### config.mk
export PLATFORM = sky130hd
export DESIGN_NAME = frac_tick_bank
export DESIGN_NICKNAME = d
export VERILOG_FILES = /design/src/rtl/frac_tick_bank.sv
export SDC_FILE = /design/constraint.sdc
export NUM_CORES = 1
export LEC_CHECK = 0
export ABC_AREA = 1
export BUFFER_PORTS_ARGS = -buffer_cell sky130_fd_sc_hd__buf_2
export CORE_MARGIN = 2
export CORE_UTILIZATION = 60
export CTS_CLUSTER_DIAMETER = 80
export DETAILED_ROUTE_END_ITERATION = 12
export PLACE_DENSITY = 0.82
export RECOVER_POWER = 25
export SLEW_MARGIN = 20
export SYNTH_ARGS = -nofsm -noshare
export SYNTH_HDL_FRONTEND = slang
export SYNTH_SLANG_ARGS = --single-unit
### constraint.sdc
create_clock -name clk -period 4.1 [get_ports clk]
set_input_delay 0.615 -clock clk [delete_from_list [all_inputs] [get_ports clk]]
set_output_delay 0.615 -clock clk [all_outputs]
set_load 0.05 [all_outputs]
### src/rtl/frac_tick_bank.sv
module frac_tick_bank #(
  parameter int NCH = 4,
  parameter int IW  = 16,
  parameter int FW  = 8,
  parameter int ADW = 3,
  parameter int DTW = 32
) (
  input  logic           clk,
  input  logic           rst_n,
  input  logic           wr_en,
  input  logic           rd_en,
  input  logic [ADW-1:0] addr,
  input  logic [DTW-1:0] wdata,
  output logic [DTW-1:0] rdata,
  output logic [NCH-1:0] tick,
  output logic [NCH-1:0] raw_tick,
  output logic [NCH-1:0] state_clr
);
  localparam int DW = IW + FW;
  localparam int AW = DW + 1;
  localparam logic [AW-1:0] STEP = AW'(1) << FW;
  localparam logic [DW-1:0] DIV_RST = DW'(1) << FW;

  logic [NCH-1:0] run_q;
  logic [DW-1:0]  div_q [NCH];
  logic [AW-1:0]  acc_q [NCH];

  wire ctrl_wr = wr_en && (addr == '0);
  wire [NCH-1:0] clr_req = wdata[2*NCH-1:NCH];
  wire [NCH-1:0] rst_req = wdata[3*NCH-1:2*NCH];

  always_ff @(posedge clk) begin
    if (!rst_n) begin
      run_q     <= '0;
      state_clr <= '0;
    end else begin
      state_clr <= ctrl_wr ? clr_req : '0;
      if (ctrl_wr) run_q <= wdata[NCH-1:0];
    end
  end

  assign tick = raw_tick & run_q;

  for (genvar i = 0; i < NCH; i++) begin : g_ch
    wire div_wr = wr_en && (addr == ADW'(i + 1));
    wire [AW-1:0] dfull = {div_q[i][DW-1:FW] == '0, div_q[i]};
    wire [AW-1:0] nxt = acc_q[i] + STEP;
    assign raw_tick[i] = nxt >= dfull;

    always_ff @(posedge clk) begin
      if (!rst_n) begin
        div_q[i] <= DIV_RST;
        acc_q[i] <= '0;
      end else begin
        if (div_wr) div_q[i] <= wdata[DW-1:0];
        if (ctrl_wr && rst_req[i]) acc_q[i] <= '0;
        else acc_q[i] <= raw_tick[i] ? nxt - dfull : nxt;
      end
    end

    AST_PHASE_ZERO: assert property (@(posedge clk) disable iff (!rst_n)
      (ctrl_wr && rst_req[i]) |=> acc_q[i] == '0);
    AST_CLR_PULSE: assert property (@(posedge clk) disable iff (!rst_n)
      (ctrl_wr && clr_req[i]) |=> state_clr[i]);
    AST_CLR_QUIET: assert property (@(posedge clk) disable iff (!rst_n)
      !(ctrl_wr && clr_req[i]) |=> !state_clr[i]);
  end

  AST_EN_HOLD: assert property (@(posedge clk) disable iff (!rst_n)
    !ctrl_wr |=> $stable(run_q));

  always_ff @(posedge clk) begin
    if (!rst_n) rdata <= '0;
    else if (rd_en) begin
      rdata <= '0;
      if (addr == '0) rdata <= DTW'(run_q);
      for (int j = 0; j < NCH; j++)
        if (addr == ADW'(j + 1)) rdata <= DTW'(div_q[j]);
    end
  end

  AST_RD_CTRL: assert property (@(posedge clk) disable iff (!rst_n)
    (rd_en && addr == '0) |=> rdata[DTW-1:NCH] == '0);
endmodule

==> results of run 1 <==
sequential cells by signal, indices dropped and copies added (netlist names):
register,cells
div_q,96
rdata,24
run_q,4
state_clr,4
acc_q,100
cells in the final DEF, fill, tap and decap left out, drive strengths merged, types with 21 or more instances in the layout:
cell type and n:
nand2 943, inv 582, nor2 361, nand3 201, edfxtp 196, ha 104, a21oi 87, buf 82
conb 76, nand4 59, clkbuf 58, xor2 56, o21ai 50, xnor2 32, dfxtp 32, o22ai 22
a31oi 21, nor4 21, nor3 21
cells by family (layout without fill, tap and decap cells):
family,after synthesis,in the layout,share of synthesized area
flops,228,228,0.336
buf+inv,631,738,0.127
compound gates,202,202,0.0604
other cells,2,76,0.000386
fa+ha+maj,108,108,0.0711
xor+xnor,88,88,0.0397
simple gates,1635,1635,0.365
metal layers:
metal	global-route usage	share of wire
met1	0.431	0.41
met2	0.581	0.46
met3	0.0481	0.067
met4	0.194	0.064
met5	0	0
per-stage QoR:
stage | hold slack (ns) | utilization | total power, mW
floorplan | 0.504 | - | 6.52
global placement | 0.523 | 0.642 | 7.47
detailed placement | 0.518 | 0.642 | 7.56
CTS | 0.385 | 0.676 | 10.1
global route | 0.414 | 0.689 | 11.0
finish | 0.407 | 0.689 | 10.3
worst paths after layout:
path / start / cells after the start / end
setup reg to reg: acc_q[2][8]$_SDFFCE_PN0P_ / 16 / acc_q[2][3]$_SDFFCE_PN0P_
setup / recovery: acc_q[3][9]$_SDFFCE_PN0P_ / 17 / tick[3]
hold reg to reg: rdata[16]$_SDFFE_PN0P_ / 2 / rdata[16]$_SDFFE_PN0P_
hold / removal: wdata[7] / 3 / state_clr[3]$_SDFF_PN0_
worst max-delay path, stage by stage, from the launching register on:
cell      delay [ns]
edfxtp_1        0.37
ha_2            0.20
nand3_2         0.11
inv_2           0.09
nand3_4         0.11
nor2_4          0.15
nand2_2         0.08
xor2_1          0.16
ha_1            0.37
nand2_1         0.19
nor2_4          0.07
nand2_2         0.10
clkinv_1        0.13
a21oi_4         0.22
nand3_4         0.12
nand2_1         0.09
inv_1           0.05
buf_4           0.18
what timing repair did:
action | in CTS | in global routing
resized for setup | 29 | 69
pin swaps | 7 | 15
setup buffers | 5 | 23
endpoints found under the setup margin | 8 | 8
hold buffers | 0 | 0
final cells by class:
type	count	area (µm²)	share of cell area
Multi-Input combinational cell	2109	11100	0.508
Sequential cell	228	6530	0.299
Inverter	582	2200	0.101
Clock buffer	34	752	0.0344
Timing Repair Buffer	106	611	0.0279
Tap cell	402	503	0.0230
Clock inverter	16	159	0.00727
power by group through the flow:
stage / combinational [mW] / sequential [mW] / clock (mW)
3_5_place_dp: 4.39 / 3.16 / 0
5_1_grt: 5.25 / 3.16 / 2.55
3_3_place_gp: 4.32 / 3.15 / 0
2_1_floorplan: 3.37 / 3.15 / 0
4_1_cts: 4.48 / 3.12 / 2.46
6_report: 4.72 / 3.13 / 2.45
==> metrics.txt, run 1 <==
class of the worst hold path=primary input to flop; Synth Register Bits=228; Leak Pwr=~11 nW; core area=roughly 0.032 mm²; clock power share=0.238; ys flop type=edfxtp_1; clock transition at the registers of the reported paths=around 0.06 ns; Clock Skews=about 0.022 ns; top-count cell post-synth=nand2_1; Max VDD drop=around 460 µV; pre-CTS WS=around 0.34 ns; Die Wd=between 150 and 200 µm; Worst Setup End Kind=output port; worst path arrival time=between 3 and 4 ns; Final Hold Fails=0; gpl congestion=about 1.0; Die Ht=184 µm; Skew-Pair Late Insertion Delay=0.57 ns; CTS tree=yes; required time of the worst setup path=around 3.5 ns; Distinct cells, synth=53; Setup CP Type=flop to output port; pwr dens=~470 mW/mm²; Root Buffer=clkbuf_16; initial antenna violation count=0; die area=between 0.03 and 0.04 mm²; failing checks=capacitance limit, slew limit; post-route ant nets=0; setup repair after global routing missed its margin=yes; Final TNS setup=0 ns; clk sink count=between 200 and 250; FF-to-FF setup slack=0.91 ns; dpl cell area=slightly above 0.02 mm²; ant diodes=0; cell area after synthesis=a little under 0.02 mm²; Layout area overhead=12.5%; sw frac=0.423; cell total after placement=3,399; vias after detailed routing=about 19,000; f_max=between 0.2 and 0.3 GHz; GRT Residual Overflow=0; fin crit period=approximately 4.0 ns; post-route insts no fill=around 3,500; Crit Path Max Fanout=5; initial DRC count=around 1,800; H-Tree Depth=1; Avg Synthesized Cell Area=about 6.7 µm²; final net count=roughly 3,200; Max Buffers Root-to-Sink=3; total track usage=0.347; critical path launch point type=flop; first-pass GRT wire length=91,000 µm; combinational fraction of design power=0.458; via count of the first global-routing pass=roughly 18,000; final worst slack=approximately 0.13 ns; Ports=between 80 and 90; Slew @ Worst Pin=2.16 ns; Post-synth top cells=925 x nand2_1, 564 x inv_1, 335 x nor2_1; CTS buffer count=27; Synth Instances=approximately 2,900; ys async rst share=0; share of cells above drive strength 1=0.0972; standard-cell rows=65; largest net degree at the start of global routing=46; IO buf count=66; ranking of synthesized cells by area=edfxtp_1 30%, nand2_1 18%, inv_1 11%; Initial Util=0.613; drt wl/cell=around 17 µm; max_cap viols=1; filler cell count=approximately 2,800; First-pass DRT Iterations=6; Psw=around 4.4 mW; Final setup violation count=0; vias per inst=5.40; Final period util=0.969; Slew HR=-0.450; post-synth top area share=0.303; Seq/Total Area, Yosys=0.336; max-slew violations=25; Final Cell Area=0.0219 mm²; Yosys warning count=0; detailed placement HPWL=approximately 46,000 µm; DRT Wirelength=slightly below 60,000 µm; Int Pwr=5.94 mW; # DRC=0; outcome=finished, violations left; register share of total power=0.304; area leader, netlist=edfxtp_1; Post-synth EDFFs=roughly 200
No activity file was read; power rests on OpenSTA's default activity.
==> run 2, diff against run 1 <==
==> constraint.sdc (replaced) <==
create_clock -name clk -period 4.1 [get_ports clk]
set_input_delay 0.205 -clock clk [delete_from_list [all_inputs] [get_ports clk]]
set_output_delay 0.205 -clock clk [all_outputs]
set_load 0.05 [all_outputs]
==> run 2 against run 1 <==
  * The flow still finishes with violations (capacitance limit, slew limit)
  * Fmax fell by 0.34%
  * Power fell by 1.5%
  * Die area did not move
  * Clock power rose by 2%
  * Via count rose by 0.60%
  * Largest power group unchanged
  * Sequential cell count did not move
  * Setup slack got worse by 0.014 ns
  * Global-route usage fell by 0.55 points
  * First-iteration DRC count rose by 0.45%
  * Combinational power fell by 4.2%
==> metrics.txt, run 2 (same netlist as run 1, synthesis figures left out) <==
# DRC=0 (unchanged); Final Hold Fails=0 (unchanged); Max VDD drop=363 µV (-21%); required time of the worst setup path=3.89 ns (+0.41 ns); RR Startpoint=acc_q[2][9]$_SDFFCE_PN0P_; largest net degree at the start of global routing=46 (unchanged); IO buf count=66 (unchanged); WHS Endpoint=state_clr[1]$_SDFF_PN0_; WHS=0.0271 ns (-0.380 ns); drt wl/cell=16.8 µm (-1.0%); largest reg by FF count=acc_q; Skew-Pair Late Insertion Delay=0.56 ns (about the same); Layout area overhead=9.64%; reg2reg path depth=18 (+2); pre-CTS WS=0.433 ns (+0.0961 ns); vias after detailed routing=18,900 (+0.60%); Initial Util=0.613 (unchanged); outcome=finished, violations left; fin crit period=3.99 ns (+0.0136 ns); Min-Delay Startpoint=wdata[5]; top flop regs=acc_q: 100 flops, div_q: 96 flops, rdata: 24 flops; total track usage=0.341 (-0.00553); GRT Residual Overflow=0 (unchanged); die area=0.0338 mm² (unchanged); standard-cell rows=65 (unchanged); f_max=0.251 GHz (-0.34%); Slew @ Worst Pin=2.10 ns (-0.0627 ns); Root Buffer=clkbuf_16; CTS tree=yes; vias per inst=5.47 (+1.3%); clk sink count=228 (unchanged); pwr dens=476 mW/mm² (+1.1%); Final Cell Area=0.0213 mm² (-2.5%); Worst Setup End Kind=output port; worst path arrival time=3.78 ns (+0.42 ns); failing checks=capacitance limit, slew limit; Die Ht=184 µm (unchanged); final worst slack=0.113 ns (-0.0136 ns); first-pass GRT wire length=89,400 µm (-1.8%); initial antenna violation count=0 (unchanged); First-pass DRT Iterations=6 (unchanged); final net count=3,177 (-0.75%); via count of the first global-routing pass=17,400 (-1.2%); critical path launch point type=flop; clock transition at the registers of the reported paths=0.06 ns (about the same); class of the worst hold path=primary input to flop; Hold Path Stages=3 (unchanged); dpl cell area=0.0203 mm² (-0.18%); Ports=83 (unchanged); CP Cell Sequence=ha_1 > nand3_1 > inv_1 > nand3_1 > xor2_1 > inv_1 > ha_1 > nand2_1 > nor2_2 > nand2_1 > clkinv_1 > nand4_2 > nand3_4 > nand2_1 > inv_1 > buf_2; Max Buffers Root-to-Sink=3 (unchanged); gpl congestion=1.04 (+0.51%); Setup CP Type=flop to output port; Clock Skews=0.0128 ns (-0.00909 ns); max-slew violations=50 (+100%); post-route ant nets=0 (unchanged); H-Tree Depth=1 (unchanged); Critical Path Slowest Stage Cell=edfxtp_1; max reg flops=100 (unchanged); FF-to-FF setup slack=0.56 ns (-0.35 ns); most frequent cells in the layout=926 x nand2_1, 564 x inv_1, 331 x nor2_1, 196 x edfxtp_1, 182 x nand3_1; Finished Core Util=0.672 (-0.0175); Final period util=0.973 (+0.00331); ant diodes=0 (unchanged); detailed placement HPWL=45,800 µm (-0.92%); Final setup violation count=0 (unchanged); Die Wd=184 µm (unchanged); most common cell after layout, fill and taps aside=nand2_1; share of cells above drive strength 1=0.0656 (-0.0317); initial DRC count=1,790 (+0.45%); Leak Pwr=11.2 nW (-1.3%); Critical Path Max Stage Delay=0.44 ns (+0.07 ns); Crit Path Max Fanout=6 (+1); Slew HR=-0.408 (+0.0421); worst reg2reg path endpoint=acc_q[2][6]$_SDFFCE_PN0P_; CTS buffer count=26 (-3.7%); core area=0.0317 mm² (unchanged); max_cap viols=2 (+1); DRT Wirelength=57,900 µm (-1.7%)
-- run 2: changes by cell type in the layout (fill, tap and decap cells not counted), moves of 6 or more --
cell,change
ha_1,+18
nand3_2,-8
nor2_2,-13
clkbuf_1,+9
nor2_1,+17
nand2_1,+6
ha_4,-13
nand3_1,+9
buf_4,-25
nand2_2,-6
-- run 2: routing by layer --
layer  track usage  up-vias  part of all wire
met5             0        -                 0
met4         0.195        0             0.064
met3        0.0380      160             0.070
met2         0.577      814              0.46
met1         0.424     8611              0.40
li1              -     9302                 -
-- run 2: report_power, final --
part,total (mW),switching (mW),internal (mW)
combinational,4.52,3.04,1.48
clock,2.49,1.00,1.49
sequential,3.13,0.212,2.92
total,10.1,4.26,5.88
-- run 2: final cells by class --
cell class,count,area [µm²]
Timing Repair Buffer,83,425
Inverter,582,2190
Multi-Input combinational cell,2109,10700
Sequential cell,228,6530
Tap cell,402,503
Clock buffer,35,757
Fill cell,2783,10400
Clock inverter,13,158
-- run 2: worst max path at each step --
| stage | start | end | depth (start not counted) |
|---|---|---|---|
| after detailed placement | acc_q[3][8]$_SDFFCE_PN0P_ | tick[3] | 21 |
| final | acc_q[3][8]$_SDFFCE_PN0P_ | tick[3] | 16 |
| after global routing | acc_q[3][8]$_SDFFCE_PN0P_ | tick[3] | 21 |
| after CTS | acc_q[1][8]$_SDFFCE_PN0P_ | tick[1] | 15 |
| after global placement | acc_q[3][8]$_SDFFCE_PN0P_ | tick[3] | 21 |
| after floorplan | acc_q[3][8]$_SDFFCE_PN0P_ | tick[3] | 17 |
-- run 2: stage by stage --
stage	cells	setup TNS [ns]	power, mW
2_1_floorplan	2968	0	6.52
3_3_place_gp	3393	0	7.44
3_5_place_dp	3393	0	7.55
4_1_cts	3445	0	10.0
5_1_grt	3452	-0.0537	10.8
6_report	3452	0	10.1
-- run 2: worst max-delay path: cells and delay by family, from the launching register on --
family,cells,cell delay (ns)
fa+ha+maj,2,0.63
simple gates,8,1.24
xor+xnor,1,0.36
buf+inv,5,0.55
flops,1,0.44
-- run 2: timing repair --
| item | 4_1_cts | 5_1_grt |
|---|---|---|
| endpoints found under the setup margin | 2 | 8 |
| endpoints found under the hold margin | 3 | 0 |
| hold buffers | 2 | 0 |
| cloned | 0 | 0 |
| pin swaps | 1 | 3 |
| gates resized for setup | 1 | 13 |
| buffers inserted | 2 | 7 |
==> run 3, diff against run 2 <==
Settings changed: ABC_CLOCK_PERIOD_IN_PS set to 4100, PLACE_DENSITY 0.82 to 0.85, REMOVE_ABC_BUFFERS set to 1.
==> run 3 against run 2 <==
  * The flow now finishes without violations
  * Clock-buffer cell count is 4 lower
  * Design area grew 0.99%
  * Clock power rose by 6%
  * Sequential cell count unchanged
  * Die area did not move
  * Power increased by 2.2%
  * Setup slack gained 0.11 ns
  * Final cell count rose by 0.49%
  * Combinational power up 2%
  * Critical path type unchanged
==> metrics.txt, run 3 (same netlist as run 1, synthesis figures left out) <==
critical path launch point type=flop; filler cell count=2,782 (-0.036%); max_cap viols=0 (-2); CTS buffer count=27 (+3.8%); Worst Setup End Kind=output port; detailed placement HPWL=45,700 µm (about the same); pwr dens=482 mW/mm² (+1.2%); WHS=0.0105 ns (-0.0167 ns); via count of the first global-routing pass=17,600 (+0.99%); share of cells above drive strength 1=0.0750 (+0.00944); total power=10.4 mW (+2.2%); largest net degree at the start of global routing=46 (unchanged); vias after detailed routing=19,100 (+1.0%); Crit Path Max Fanout=6 (unchanged); # DRC=0 (unchanged); First-pass DRT Iterations=8 (+2); first-pass GRT wire length=90,700 µm (+1.5%); Root Buffer=clkbuf_16; Leak Pwr=11.3 nW (+1.1%); clk sink count=228 (unchanged); GRT Residual Overflow=0 (unchanged); vias per inst=5.50 (+0.50%); Final Cell Area=0.0215 mm² (+0.99%); Initial Util=0.613 (unchanged); Final TNS setup=0 ns (unchanged); drt wl/cell=16.8 µm (+0.14%); Final Hold Fails=0 (unchanged); Skew-Pair Late Insertion Delay=0.56 ns (about the same); Ports=83 (unchanged); final net count=3,192 (+0.47%); Max VDD drop=454 µV (+25%); Slew HR=0.0773 (+0.485); H-Tree Depth=1 (unchanged); die area=0.0338 mm² (unchanged); worst path arrival time=3.67 ns (-0.11 ns); fin crit period=3.87 ns (-0.115 ns); post-route ant nets=0 (unchanged); most common cell after layout, fill and taps aside=nand2_1; class of the worst hold path=primary input to flop; Clock Skews=0.0114 ns (-0.00139 ns); grt met2 use=0.549 (-0.0282); standard-cell rows=65 (unchanged); core area=0.0317 mm² (unchanged); f_max=0.258 GHz (+3.0%); max reg flops=100 (unchanged); most frequent cells in the layout=925 x nand2_1, 563 x inv_1, 330 x nor2_1, 196 x edfxtp_1, 180 x nand3_1; max-slew violations=0 (-100%); global-route track usage on met3=0.0509 (+0.0129); required time of the worst setup path=3.89 ns (about the same); top flop regs=acc_q: 100 flops, div_q: 96 flops, rdata: 24 flops; Die Wd=184 µm (unchanged); largest reg by FF count=acc_q; Max Buffers Root-to-Sink=3 (unchanged); Die Ht=184 µm (unchanged); outcome=finished, final reports clean; Final setup violation count=0 (unchanged); total track usage=0.342 (+0.000562); Layout area overhead=10.7%; Slew @ Worst Pin=1.38 ns (-0.713 ns); Finished Core Util=0.678 (+0.00663); initial DRC count=1,962 (+9.6%); dpl cell area=0.0204 mm² (+0.11%); initial antenna violation count=1 (+1); DRT Wirelength=58,200 µm (+0.64%); Setup CP Type=flop to output port; CTS tree=yes; met1 usage=0.462 (+0.0375); gpl congestion=1.00 (-3.5%); Final period util=0.945 (-0.0280); GRT Max-Usage Layer=met2; IO buf count=66 (unchanged); clock transition at the registers of the reported paths=0.06 ns (about the same)
-- run 3: final cells by class --
class | count | area (µm²) | share of cell area
diodes | 1 | 2.50 | 0.000116
flip-flops and latches | 228 | 6530 | 0.303
clock buffers | 31 | 742 | 0.0345
inverters | 582 | 2190 | 0.102
well taps | 402 | 503 | 0.0234
clock inverters | 19 | 233 | 0.0108
multi-input cells | 2110 | 10800 | 0.501
repair buffers | 96 | 539 | 0.0251
-- run 3: worst max-delay path, stage by stage (launching register included) --
cell and delay (ns):
edfxtp_1 0.36, inv_1 0.08, nor2_1 0.38, nand2_1 0.23, nor2_1 0.16, xor2_1 0.24
ha_1 0.37, nand2_1 0.18, nor2_1 0.11, nand2_2 0.12, clkinv_1 0.13, a21oi_4 0.26
nand3_4 0.17, nand2_1 0.09, inv_1 0.04, buf_2 0.20
-- run 3: where the power goes --
group,switching [mW],total [mW],internal (mW)
combinational,3.09,4.59,1.50
sequential,0.224,3.14,2.91
clock,1.07,2.63,1.56
total,4.38,10.4,5.98
-- run 3: metrics by stage --
stage | std cells | setup slack, ns
2_1_floorplan | 2919 | 0.757
3_3_place_gp | 3397 | 0.494
3_5_place_dp | 3397 | 0.378
5_1_grt | 3468 | -0.0257
4_1_cts | 3456 | 0.0151
6_report | 3469 | 0.227
-- run 3: path summary, 6_finish.rpt --
path                             start                         to  slack [ns]  depth (start not counted)
min reg2reg      rdata[3]$_SDFFE_PN0P_      rdata[3]$_SDFFE_PN0P_        0.47                          2
max reg2reg  acc_q[2][8]$_SDFFCE_PN0P_  acc_q[2][6]$_SDFFCE_PN0P_        0.54                         18
min                           wdata[2]      run_q[2]$_SDFFE_PN0P_        0.01                          3
max          acc_q[1][8]$_SDFFCE_PN0P_                    tick[1]        0.23                         15
-- run 3: timing repair --
item                                    in CTS  in global routing
endpoints found under the setup margin       3                  8
hold endpoints to repair                     5                  0
setup buffers                                4                 11
gates cloned                                 0                  1
pin swaps                                    2                  2
hold buffers                                 5                  0
gates resized for setup                      1                 19
-- run 3: routing by layer --
layer	share of wire	vias to the layer above
met5	0	-
met4	0.048	0
met3	0.10	170
met2	0.44	962
met1	0.41	8603
li1	-	9340
